**src/rtl/eye_cal_pkg.sv**
```systemverilog
package eye_cal_pkg;
  typedef enum logic [2:0] {
    ST_IDLE,
    ST_SETTLE,
    ST_COUNT,
    ST_EVAL,
    ST_PLACE,
    ST_DONE
  } cal_state_e;
endpackage

```
**src/rtl/eye_sweep_seq.sv**
```systemverilog
module eye_sweep_seq
  import eye_cal_pkg::*;
#(
  parameter int NUM_TAPS = 31,
  parameter int TAP_W    = $clog2(NUM_TAPS),
  parameter int SET_W    = 8,
  parameter int WIN_W    = 12
) (
  input  logic             clk_i,
  input  logic             rst_ni,
  input  logic             start_i,
  input  logic [SET_W-1:0] settle_cycles_i,
  input  logic [WIN_W-1:0] window_cycles_i,
  output logic             start_clr_o,
  output logic             sweep_wr_o,
  output logic [TAP_W-1:0] sweep_tap_o,
  output logic [TAP_W-1:0] cur_tap_o,
  output logic             count_en_o,
  output logic             eval_o,
  output logic             place_o,
  output logic             done_o
);
  localparam int CNT_W = (SET_W > WIN_W) ? SET_W : WIN_W;
  localparam logic [TAP_W-1:0] LAST_TAP = TAP_W'(NUM_TAPS - 1);

  cal_state_e       state_q;
  logic [CNT_W-1:0] cnt_q;
  logic [TAP_W-1:0] tap_sel_q;
  logic [CNT_W:0]   cnt_nxt;
  logic             settle_end, win_end, last_tap;

  assign cnt_nxt    = {1'b0, cnt_q} + 1'b1;
  assign settle_end = cnt_nxt >= (CNT_W+1)'(settle_cycles_i);
  assign win_end    = cnt_nxt >= (CNT_W+1)'(window_cycles_i);
  assign last_tap   = tap_sel_q == LAST_TAP;

  always_ff @(posedge clk_i or negedge rst_ni) begin
    if (!rst_ni) begin
      state_q   <= ST_IDLE;
      cnt_q     <= '0;
      tap_sel_q <= '0;
    end else begin
      case (state_q)
        ST_IDLE: if (start_i) begin
          state_q   <= ST_SETTLE;
          tap_sel_q <= '0;
          cnt_q     <= '0;
        end
        ST_SETTLE: if (settle_end) begin
          state_q <= ST_COUNT;
          cnt_q   <= '0;
        end else cnt_q <= cnt_nxt[CNT_W-1:0];
        ST_COUNT: if (win_end) begin
          state_q <= ST_EVAL;
          cnt_q   <= '0;
        end else cnt_q <= cnt_nxt[CNT_W-1:0];
        ST_EVAL: if (last_tap) state_q <= ST_PLACE;
        else begin
          state_q   <= ST_SETTLE;
          tap_sel_q <= tap_sel_q + 1'b1;
          cnt_q     <= '0;
        end
        ST_PLACE: state_q <= ST_DONE;
        default:  state_q <= ST_IDLE;
      endcase
    end
  end

  always_comb begin
    start_clr_o = (state_q == ST_IDLE) && start_i;
    sweep_wr_o  = start_clr_o || ((state_q == ST_EVAL) && !last_tap);
    sweep_tap_o = start_clr_o ? '0 : tap_sel_q + 1'b1;
    cur_tap_o   = tap_sel_q;
    count_en_o  = state_q == ST_COUNT;
    eval_o      = state_q == ST_EVAL;
    place_o     = state_q == ST_PLACE;
    done_o      = state_q == ST_DONE;
  end

  a_r9_done_pulse: assert property (@(posedge clk_i) disable iff (!rst_ni)
    (state_q == ST_DONE) |=> (state_q != ST_DONE));
  a_r10_start_ignored: assert property (@(posedge clk_i) disable iff (!rst_ni)
    (start_i && (state_q == ST_SETTLE || state_q == ST_COUNT)) |=> $stable(tap_sel_q));
  a_r1_sweep_order: assert property (@(posedge clk_i) disable iff (!rst_ni)
    (state_q == ST_EVAL && !last_tap) |=> (tap_sel_q == $past(tap_sel_q) + 1'b1));
endmodule

```
**src/rtl/eye_lane_eval.sv**
```systemverilog
module eye_lane_eval #(
  parameter int NUM_TAPS = 31,
  parameter int TAP_W    = $clog2(NUM_TAPS),
  parameter int ERR_W    = 8
) (
  input  logic             clk_i,
  input  logic             rst_ni,
  input  logic             start_clr_i,
  input  logic             sweep_wr_i,
  input  logic [TAP_W-1:0] sweep_tap_i,
  input  logic [TAP_W-1:0] cur_tap_i,
  input  logic             count_en_i,
  input  logic             err_i,
  input  logic             eval_i,
  input  logic             place_i,
  output logic [TAP_W-1:0] tap_o,
  output logic             tap_ld_o,
  output logic             fail_o
);
  localparam int EDGE_W = $clog2(NUM_TAPS + 1);
  localparam logic [EDGE_W-1:0] END_EDGE = EDGE_W'(NUM_TAPS);

  logic [ERR_W-1:0]  err_cnt_q;
  logic              open_q, close_q, fail_q, ld_q;
  logic [EDGE_W-1:0] open_tap_q, close_tap_q;
  logic [TAP_W-1:0]  tap_q, tap_nxt, mid_tap;
  logic [EDGE_W:0]   edge_sum;
  logic              clean, tap_wr;

  assign clean    = err_cnt_q == '0;
  assign edge_sum = {1'b0, open_tap_q} + {1'b0, (close_q ? close_tap_q : END_EDGE)};
  assign mid_tap  = TAP_W'(edge_sum >> 1);
  assign tap_wr   = sweep_wr_i || place_i;

  always_comb begin
    tap_nxt = tap_q;
    if (sweep_wr_i)   tap_nxt = sweep_tap_i;
    else if (place_i) tap_nxt = open_q ? mid_tap : '0;
  end

  always_ff @(posedge clk_i or negedge rst_ni) begin
    if (!rst_ni) begin
      err_cnt_q   <= '0;
      open_q      <= 1'b0;
      close_q     <= 1'b0;
      open_tap_q  <= '0;
      close_tap_q <= '0;
      fail_q      <= 1'b0;
      tap_q       <= '0;
      ld_q        <= 1'b0;
    end else begin
      ld_q  <= tap_wr && (tap_nxt != tap_q);
      tap_q <= tap_nxt;
      if (sweep_wr_i) err_cnt_q <= '0;
      else if (count_en_i && err_i && !(&err_cnt_q)) err_cnt_q <= err_cnt_q + 1'b1;
      if (start_clr_i) begin
        open_q  <= 1'b0;
        close_q <= 1'b0;
        fail_q  <= 1'b0;
      end else if (eval_i) begin
        if (!open_q && clean) begin
          open_q     <= 1'b1;
          open_tap_q <= EDGE_W'(cur_tap_i);
        end else if (open_q && !close_q && !clean) begin
          close_q     <= 1'b1;
          close_tap_q <= EDGE_W'(cur_tap_i);
        end
      end else if (place_i) fail_q <= !open_q;
    end
  end

  assign tap_o    = tap_q;
  assign tap_ld_o = ld_q;
  assign fail_o   = fail_q;

  a_r8_ld_on_change: assert property (@(posedge clk_i) disable iff (!rst_ni)
    (tap_q != $past(tap_q)) |-> ld_q);
  a_r6_fail_tap_zero: assert property (@(posedge clk_i) disable iff (!rst_ni)
    fail_q |-> (tap_q == '0));
  a_r1_tap_range: assert property (@(posedge clk_i) disable iff (!rst_ni)
    tap_q < TAP_W'(NUM_TAPS));
  a_r2_no_count_outside: assert property (@(posedge clk_i) disable iff (!rst_ni)
    (!count_en_i && !sweep_wr_i) |=> $stable(err_cnt_q));
endmodule

```
**src/rtl/eye_cal_ctrl.sv**
```systemverilog
module eye_cal_ctrl #(
  parameter int NUM_LANES = 3,
  parameter int NUM_TAPS  = 31,
  parameter int TAP_W     = $clog2(NUM_TAPS),
  parameter int SET_W     = 8,
  parameter int WIN_W     = 12,
  parameter int ERR_W     = 8
) (
  input  logic                       clk_i,
  input  logic                       rst_ni,
  input  logic                       start_i,
  input  logic [SET_W-1:0]           settle_cycles_i,
  input  logic [WIN_W-1:0]           window_cycles_i,
  input  logic [NUM_LANES-1:0]       lane_err_i,
  output logic [NUM_LANES*TAP_W-1:0] tap_o,
  output logic [NUM_LANES-1:0]       tap_ld_o,
  output logic                       done_o,
  output logic [NUM_LANES-1:0]       fail_o
);
  logic             start_clr, sweep_wr, count_en, eval, place;
  logic [TAP_W-1:0] sweep_tap, cur_tap;

  eye_sweep_seq #(
    .NUM_TAPS(NUM_TAPS), .TAP_W(TAP_W), .SET_W(SET_W), .WIN_W(WIN_W)
  ) u_seq (
    .clk_i, .rst_ni, .start_i, .settle_cycles_i, .window_cycles_i,
    .start_clr_o(start_clr), .sweep_wr_o(sweep_wr), .sweep_tap_o(sweep_tap),
    .cur_tap_o(cur_tap), .count_en_o(count_en), .eval_o(eval),
    .place_o(place), .done_o(done_o)
  );

  for (genvar l = 0; l < NUM_LANES; l++) begin : g_lane
    eye_lane_eval #(
      .NUM_TAPS(NUM_TAPS), .TAP_W(TAP_W), .ERR_W(ERR_W)
    ) u_lane (
      .clk_i, .rst_ni,
      .start_clr_i(start_clr), .sweep_wr_i(sweep_wr), .sweep_tap_i(sweep_tap),
      .cur_tap_i(cur_tap), .count_en_i(count_en), .err_i(lane_err_i[l]),
      .eval_i(eval), .place_i(place),
      .tap_o(tap_o[l*TAP_W +: TAP_W]), .tap_ld_o(tap_ld_o[l]), .fail_o(fail_o[l])
    );
  end

  a_r9_final_with_done: assert property (@(posedge clk_i) disable iff (!rst_ni)
    done_o |-> $past(place));
endmodule

```
**config.mk**
```make
export PLATFORM = sky130hd
export DESIGN_NAME = eye_cal_ctrl
export DESIGN_NICKNAME = d
export VERILOG_FILES = /design/src/rtl/eye_cal_pkg.sv /design/src/rtl/eye_sweep_seq.sv /design/src/rtl/eye_lane_eval.sv /design/src/rtl/eye_cal_ctrl.sv
export SDC_FILE = /design/constraint.sdc
export NUM_CORES = 1
export LEC_CHECK = 0
export BUFFER_PORTS_ARGS = -buffer_cell sky130_fd_sc_hd__clkbuf_2
export CAP_MARGIN = 15
export CORE_MARGIN = 4
export CORE_UTILIZATION = 30
export CTS_CLUSTER_SIZE = 24
export DETAILED_ROUTE_END_ITERATION = 16
export GPL_TIMING_DRIVEN = 0
export PLACE_DENSITY_LB_ADDON = 0.15
export SYNTH_ARGS = -nofsm -noshare
export SYNTH_HDL_FRONTEND = slang
export SYNTH_SLANG_ARGS = --single-unit
```
**constraint.sdc**
```tcl
create_clock -name clk_i -period 4.12 [get_ports clk_i]
set_input_delay 0.412 -clock clk_i [delete_from_list [all_inputs] [get_ports clk_i]]
set_output_delay 0.412 -clock clk_i [all_outputs]
set_load 0.02 [all_outputs]
```
Word level (Yosys, flattened, before mapping)
Index checks and enable logic that the tools add are counted.
Widths: inputs -> output; s select.
- $add $sub $neg: 8
- $lt $le $gt $ge: 2
- equality and inequality tests: 17
- mux-type cells: 62
- bitwise operators: 4
- reductions and logical operators: 71
- operators with widths (kind ; number):
    $mux 5 ; 15
    $mux 12 ; 4
    $mux 8 ; 6
    $pmux 12 s4 ; 1
    $mux 1 ; 30
    $reduce_and 3->1 ; 9
    $add 8x1->8 const B ; 3
    $logic_not 8->1 ; 3
    $reduce_and 8->1 ; 3
    $reduce_bool 2->1 ; 12
    $logic_and 1x1->1 ; 20
    $add 5x5->6 ; 3
    $ne 5x5->1 ; 3
    $pmux 3 s5 ; 1
    $add 12x1->13 const B ; 1
    $ge 13x12->1 ; 1
    $ge 13x8->1 ; 1
    $logic_not 1->1 ; 13
    $mux 3 ; 4
    $reduce_and 4->1 ; 3
    $ne 2x2->1 const B ; 5
    $pmux 5 s2 ; 1
    $reduce_and 2->1 ; 4
    $eq 3x2->1 const B ; 2
    other kinds (9) ; 16
- register bits: 101
- input port bits: 26
- output and inout bits: 22
- word-level logic and storage cells: 191

Logic depth before layout (Yosys ltp)
Gate-level depths: netlist of the first run.
- depth in word-level cells: 7
- gate-level depth with buffers: 14
- gate-level depth less buffers: 13

By module
Synthesis of the first run repeated with hierarchy kept, for this count alone.
- cell total of the unflattened synthesis: 708
- area, all modules: 6779.0 um2
- by module, submodules not included (module ; instances ; cells each ; area an instance (um2) ; sequential area each (um2)):
    eye_lane_eval at g_lane[0].u_lane ... ; 2 ; 159 ; 1627.8 ; 675.6
    eye_sweep_seq ; 1 ; 231 ; 1903.1 ; 500.5
    eye_lane_eval at g_lane[1].u_lane ; 1 ; 159 ; 1620.3 ; 675.6

Least setup slack after synthesis of the first run
No wires, ideal clock.
- path kind: reg2reg
- start: reg u_seq.cnt_q[0]
- end: reg u_seq.cnt_q[10]
- data arrival time: 2916 ps
- data required time: 4055 ps
- path slack: 1139 ps
- cell stages (with the launch flop): 15
- buffers on the path: 1
- cell sequence: dfrtp_1 ha_1 nand3_1 nor2_1 nor2b_1 or2_2 ha_1 a21oi_1 a21boi_0 a311oi_1 a31oi_1 a2111oi_4 buf_6 o21ai_0 nand2_1
- word-level cells in the longest chain between the ends: 4
- ends and longest elaborated chain (item ; RTL line ; RTL):
    from (decl) ; eye_sweep_seq.sv:27 ; logic [CNT_W-1:0] cnt_q;
    from (signal assigned) ; eye_sweep_seq.sv:52 ; end else cnt_q <= cnt_nxt[CNT_W-1:0];
    from (signal assigned) ; eye_sweep_seq.sv:56 ; end else cnt_q <= cnt_nxt[CNT_W-1:0];
    $add 12x1->13 * ; eye_sweep_seq.sv:32 ; assign cnt_nxt = {1'b0, cnt_q} + 1'b1;
    $ge 13x12->1 or $ge 13x8->1 (tied branches) ; eye_sweep_seq.sv:34, eye_sweep_seq.sv:33 ;
    $mux 12, on equally long branches ; eye_sweep_seq.sv:53, eye_sweep_seq.sv:49 ;
    $pmux 12 s4 * ; eye_sweep_seq.sv:43 ; case (state_q)
Every way passes the cells marked *; elsewhere a longest branch is shown, timed or not.
A chain may end at the register's enable or synchronous reset.

Worst setup path in the final report of the first run
Ends and elaborated chain as after synthesis.

==> impl_metrics.toml, run 1 <==
[detailed_routing]
wl_per_cell_um = 16.00
wirelength_mm = 16.10
num_vias = 5063
antenna_left = 0
drtPass1Iterations = 5
routed_via_density = 5.033
drt_iter0_markers = 385
drc = 0

[worst_setup_path]
r2r_cells = 14
crit_arrival_ns = 3.88
r2r_end = "u_seq.cnt_q[10]"
crit_fanout = 10
cp-start-kind = "flip-flop"
endpoint_kind = "flip-flop"
r2r_setup_slack_ns = 0.53
worstReg2RegStart = "u_seq.cnt_q[0]"
crit_type = "reg -> reg"
worstPathRequired_ns = 4.40

[sta]
fmax_mhz = 278.2
slew_violations = 0
slew-limit-headroom = 0.3024
hold_viol = 0
setup-violations-final = 0
rsz0062_at_grt = "false"
fin_skew_ns = 0.007229
tightest_slew_ns = 1.037
fin_crit_sh = 0.8726
fin_crit_ns = 3.595
finalSetupTns_ns = 0

[synthesis]
yosysSeqAreaShare = 0.3989
ys_top_cells_by_area = "dfrtp_1 40%, ha_1 7.9%, mux2_2 4.8%"
syn_area_sq_um = 6336
ys_types = 72
synthTopCellsByCount = "101 x dfrtp_1, 68 x nand2_1, 44 x nor2_1"
synth-main-ff-cell = "dfrtp_1"
yosys.area.top_type = "dfrtp_1"
ys_warn_count = 0
syn-instance-count = 674
yosysMostFrequentCell = "dfrtp_1"
synth_edf_count = 0
synth.avg_cell_area_sq_um = 9.401
yosys.area.top_type_share = 0.3989
ys_async_sr_fraction = 1.000
synth_seq_cells = 101
synthesis.nets = 743

[final_layout]
fill_cells = 2166
num-nets-final = 801
area_growth_pct = 13.39
post-route-util = 0.3505
post_route_cells_drive_above_1_share = 0.1780
antennaDiodeCount = 0

[pwr]
leakage_nw = 3.405
p_per_area_nw_per_um2 = 648.4
ir_drop_mv = 0.1739

[floorplan]
die_w_um = 153.3
io_pins = 48
die-area_sq_um = 23510
core-area_sq_um = 20490
start_util = 0.3092
fp-row-count = 52
die_y_um = 153.3

[place]
place_congestion = 0.8135
hpwl_mm = 11.85
portBuffers = 47

[run]
drv_cap = 0

[status]
status = "finished, final reports clean"

[global_route]
grt_overflow = 0
grt_max_degree = 102
track_usage = 0.1408
grt_antenna_before_repair = 0
grt_pass1_vias = 5125
grt_first_pass_wirelength_mm = 27.03

[cts]
cts.clk_slew.worst_paths_ns = 0.06
root_buffer = "clkbuf_16"
cts_tree = "built"
cts_buffers = 9
cts-htree-levels = 3
postCtsResizedCells = 0
clkSinkCount = 101
clk_latency_ns = 0.35
ctsHoldBuffers = 0
cts_buffer_depth = 2
post_cts_buffers = 0

[min_path]
min_path_type = "in -> async"
-- worst max-delay path, cell delays in order (launching register included) --
cell	delay [ns]
dfrtp_1	0.49
ha_1	0.24
nand3_1	0.23
nor2_1	0.21
nor2b_1	0.07
or2_2	0.31
ha_1	0.32
a21oi_1	0.14
a21boi_0	0.11
a311oi_1	0.25
a31oi_1	0.20
a2111oi_4	0.50
buf_6	0.22
o21ai_0	0.15
nand2_1	0.10
-- sequential cells by signal, indices dropped and copies added (netlist names), 5 cells and up --
register	count
g_lane.u_lane.tap_o	15
g_lane.u_lane.close_tap_q	15
u_seq.cur_tap_o	5
g_lane.u_lane.open_tap_q	15
u_seq.cnt_q	12
g_lane.u_lane.err_cnt_q	24
-- layout by cell type (no fill, tap or decap), types with 4 or more instances in the layout --
cell type,Yosys,routed
clkbuf_2,0,46
mux2_2,27,27
o22ai_1,5,5
clkbuf_1,11,11
nand4_1,18,18
buf_4,9,9
or2_2,5,5
xnor2_1,16,16
a31oi_1,6,6
a211oi_1,4,4
xor2_1,18,18
a21boi_0,4,4
buf_2,7,7
ha_1,40,40
nor2b_1,10,10
o21ai_0,36,36
nand2_1,68,68
a21o_1,12,12
nor4_1,6,6
and2_1,4,4
o211ai_1,4,4
o21ai_1,4,4
mux2i_1,4,4
a21oi_1,34,34
a221oi_1,5,5
clkinv_2,0,4
a31o_2,4,4
and4_1,4,4
nor3_1,13,13
nand2b_1,16,16
clkbuf_16,0,9
or3_1,5,5
dfrtp_1,101,101
and3_1,12,12
o31ai_1,5,5
nand3_1,20,20
inv_1,42,42
nor2_1,44,44
-- worst max path at each step --
stage                               from               to  slack (ns)
after global placement    u_seq.cnt_q[0]  u_seq.cnt_q[10]        0.59
after CTS                 u_seq.cnt_q[0]  u_seq.cnt_q[10]        0.55
after floorplan           u_seq.cnt_q[0]  u_seq.cnt_q[10]        1.14
after detailed placement  u_seq.cnt_q[0]  u_seq.cnt_q[10]        0.57
final                     u_seq.cnt_q[0]  u_seq.cnt_q[10]        0.53
after global routing      u_seq.cnt_q[0]  u_seq.cnt_q[10]        0.20
-- layout make-up --
| class | instances | area [sq um] | area share |
|---|---|---|---|
| flip-flops and latches | 101 | 2527 | 0.3518 |
| well taps | 270 | 337.8 | 0.04702 |
| plain buffers | 29 | 166.4 | 0.02316 |
| repair buffers | 47 | 244.0 | 0.03396 |
| multi-input cells | 502 | 3485 | 0.4850 |
| clock buffers | 10 | 239.0 | 0.03326 |
| inverters | 42 | 157.7 | 0.02194 |
| clock inverters | 5 | 27.53 | 0.003831 |
-- per-layer routing --
metal  GRT usage  vias to the layer above  part of all wire
met5           0                        -                 0
met4     0.04920                        0             0.015
met3     0.01838                       17             0.037
met2      0.2230                       95              0.46
met1      0.1983                     2426              0.49
li1            -                     2525                 -
-- cell families (layout without fill, tap and decap cells) --
logic type | count (synthesis) | count (layout) | synth area share
AND/OR/NAND/NOR | 243 | 243 | 0.2004
multiplexers | 31 | 31 | 0.05430
XOR/XNOR | 34 | 34 | 0.04700
buffers and inverters | 71 | 133 | 0.05114
flip-flops | 101 | 101 | 0.3989
AO/OA/AOI/OAI | 151 | 151 | 0.1598
adder cells (fa/ha/maj) | 43 | 43 | 0.08847
-- stage by stage --
| step | cell area, sq um | setup slack [ns] | total power [mW] | cells | hold WS (ns) |
|---|---|---|---|---|---|
| 2_1_floorplan | 6336 | 1.139 | 3.169 | 674 | 0.1164 |
| 3_3_place_gp | 6909 | 0.5854 | 3.852 | 991 | 0.4678 |
| 3_5_place_dp | 6918 | 0.5663 | 3.885 | 991 | 0.4755 |
| 4_1_cts | 7184 | 0.5456 | 4.706 | 1006 | 0.2130 |
| 5_1_grt | 7184 | 0.2043 | 5.054 | 1006 | 0.2540 |
| 6_report | 7184 | 0.5251 | 4.658 | 1006 | 0.1733 |
-- report_power, final --
group | total, mW | switching, mW | internal (mW)
combinational | 2.29 | 1.34 | 0.946
sequential | 1.57 | 0.302 | 1.27
clock | 0.794 | 0.376 | 0.419
(Power assumes the default switching activity.)
==> inputs of run 2 (changes only) <==
--- a/config.mk
+++ b/config.mk
@@ -8,7 +8,7 @@
 export BUFFER_PORTS_ARGS = -buffer_cell sky130_fd_sc_hd__clkbuf_2
 export CAP_MARGIN = 15
 export CORE_MARGIN = 4
-export CORE_UTILIZATION = 30
+export CORE_UTILIZATION = 27
 export CTS_CLUSTER_SIZE = 24
 export DETAILED_ROUTE_END_ITERATION = 16
 export GPL_TIMING_DRIVEN = 0
==> run 2 against run 1 <==
Compared with the run above: clock power rose by 19%; worst hold slack worse by 0.067 ns; sequential power is essentially flat; critical path depth unchanged; core utilization is 3.1 points lower; sequential share of layout area down 0.54 points; non-clock buffer count increased by 1; clock skew about the same; routed wire length up 6.0%; combinational power about the same; largest power group unchanged.
==> impl_metrics.toml, run 2 (synthesis gave the netlist of run 1 again) <==
[place]
place_area_sq_um = 6972
hpwl_mm = 12.49
place_congestion = 0.7847
portBuffers = 47

[final_layout]
largest_register_ffs = 24
area_growth_pct = 15.17
final_area_sq_um = 7297
layout_common_cells = "101 x dfrtp_1, 68 x nand2_1, 47 x clkbuf_2"
layout_commonest_cell = "dfrtp_1"
largest_register = "g_lane.u_lane.err_cnt_q"
num-nets-final = 802
post-route-util = 0.3194
antennaDiodeCount = 0
post_route_cells_drive_above_1_share = 0.1802

[cts]
post_cts_buffers = 0
root_buffer = "clkbuf_16"
postCtsResizedCells = 0
cts_buffer_depth = 2
clk_latency_ns = 0.35
clkSinkCount = 101
ctsHoldBuffers = 0
cts-htree-levels = 3
cts.clk_slew.worst_paths_ns = 0.07
cts_buffers = 9
cts_tree = "built"

[pwr]
p_per_area_nw_per_um2 = 662.3
power_mw = 4.833
leakage_nw = 3.432
ir_drop_mv = 0.2134

[sta]
slew_violations = 0
fin_crit_sh = 0.8921
holdWs_ns = 0.1064
fin_crit_ns = 3.675
fmax_mhz = 272.1
rsz0062_at_grt = "false"
tightest_slew_ns = 1.016
finalSetupTns_ns = 0
setup-violations-final = 0
hold_viol = 0
fin_skew_ns = 0.006734
slew-limit-headroom = 0.3167

[floorplan]
core-area_sq_um = 22850
fp-row-count = 55
io_pins = 48
die_w_um = 161.2
die_y_um = 161.2
die-area_sq_um = 25980
start_util = 0.2773

[detailed_routing]
num_vias = 5175
routed_via_density = 4.924
drt_iter0_markers = 254
wirelength_mm = 17.07
drtPass1Iterations = 5
drc = 0
wl_per_cell_um = 16.24
antenna_left = 0

[global_route]
grt_antenna_before_repair = 0
grt_max_degree = 102
track_usage = 0.1334
grt_overflow = 0
grt_pass1_vias = 5200
grt_first_pass_wirelength_mm = 27.85

[min_path]
min_path_type = "in -> async"

[worst_setup_path]
r2r_cells = 14
crit_type = "reg -> reg"
endpoint_kind = "flip-flop"
crit_arrival_ns = 3.97
crit_fanout = 10
cp-start-kind = "flip-flop"
worstPathRequired_ns = 4.41

[run]
drv_cap = 0

[status]
status = "finished, final reports clean"
[run 2: cell count changes in the layout (fill, tap and decap cells not counted), sizes merged]
cell | before | now
inv | 42 | 44
clkinv | 4 | 2
bufinv | 0 | 2
[run 2: layout make-up]
cell class | instances | area (sq um)
Sequential cell | 101 | 2527
Tap cell | 313 | 391.6
Inverter | 42 | 157.7
Clock buffer | 9 | 225.2
Clock inverter | 7 | 95.09
Timing Repair Buffer | 48 | 249.0
Buffer | 29 | 166.4
Fill cell | 2409 | 15550
Multi-Input combinational cell | 502 | 3485
[run 2: path summary, 6_finish.rpt]
check                                              from                              end  slack [ns]
worst max-delay path                     u_seq.cnt_q[0]                   u_seq.cnt_q[8]        0.44
worst min-delay path                             rst_ni                   u_seq.cnt_q[3]        0.11
worst max register to register           u_seq.cnt_q[0]                   u_seq.cnt_q[8]        0.44
worst min register to register  g_lane[2].u_lane.fail_o          g_lane[2].u_lane.fail_o        0.49
max in group asynchronous                        rst_ni  g_lane[1].u_lane.close_tap_q[4]        3.37
min in group clk_i                        lane_err_i[0]    g_lane[0].u_lane.err_cnt_q[0]        0.42
[run 2: power breakdown]
part | switching [mW] | internal (mW)
clock | 0.407 | 0.535
sequential | 0.311 | 1.27
combinational | 1.36 | 0.947
total | 2.08 | 2.75
[run 2: critical path, stage by stage (launching register included)]
cell       delay, ns
dfrtp_1         0.51
ha_1            0.25
nand3_1         0.30
nor2_1          0.24
nor2b_1         0.08
or2_2           0.31
ha_1            0.31
a21oi_1         0.13
a21boi_0        0.11
a311oi_1        0.26
a31oi_1         0.18
a2111oi_4       0.52
buf_6           0.22
o22ai_1         0.10
nand2_1         0.09
[run 2: per-layer routing]
layer,share of wire,vias up,global-route usage
met5,0,-,0
met4,0.023,0,0.05816
met3,0.036,22,0.01761
met2,0.46,110,0.2130
met1,0.48,2516,0.1818
li1,-,2527,-
[run 2: through the flow]
| step | setup WS [ns] | instances |
|---|---|---|
| 2_1_floorplan | 1.139 | 674 |
| 3_3_place_gp | 0.5292 | 1034 |
| 3_5_place_dp | 0.4862 | 1034 |
| 4_1_cts | 0.4689 | 1050 |
| 5_1_grt | 0.1391 | 1051 |
| 6_report | 0.4446 | 1051 |
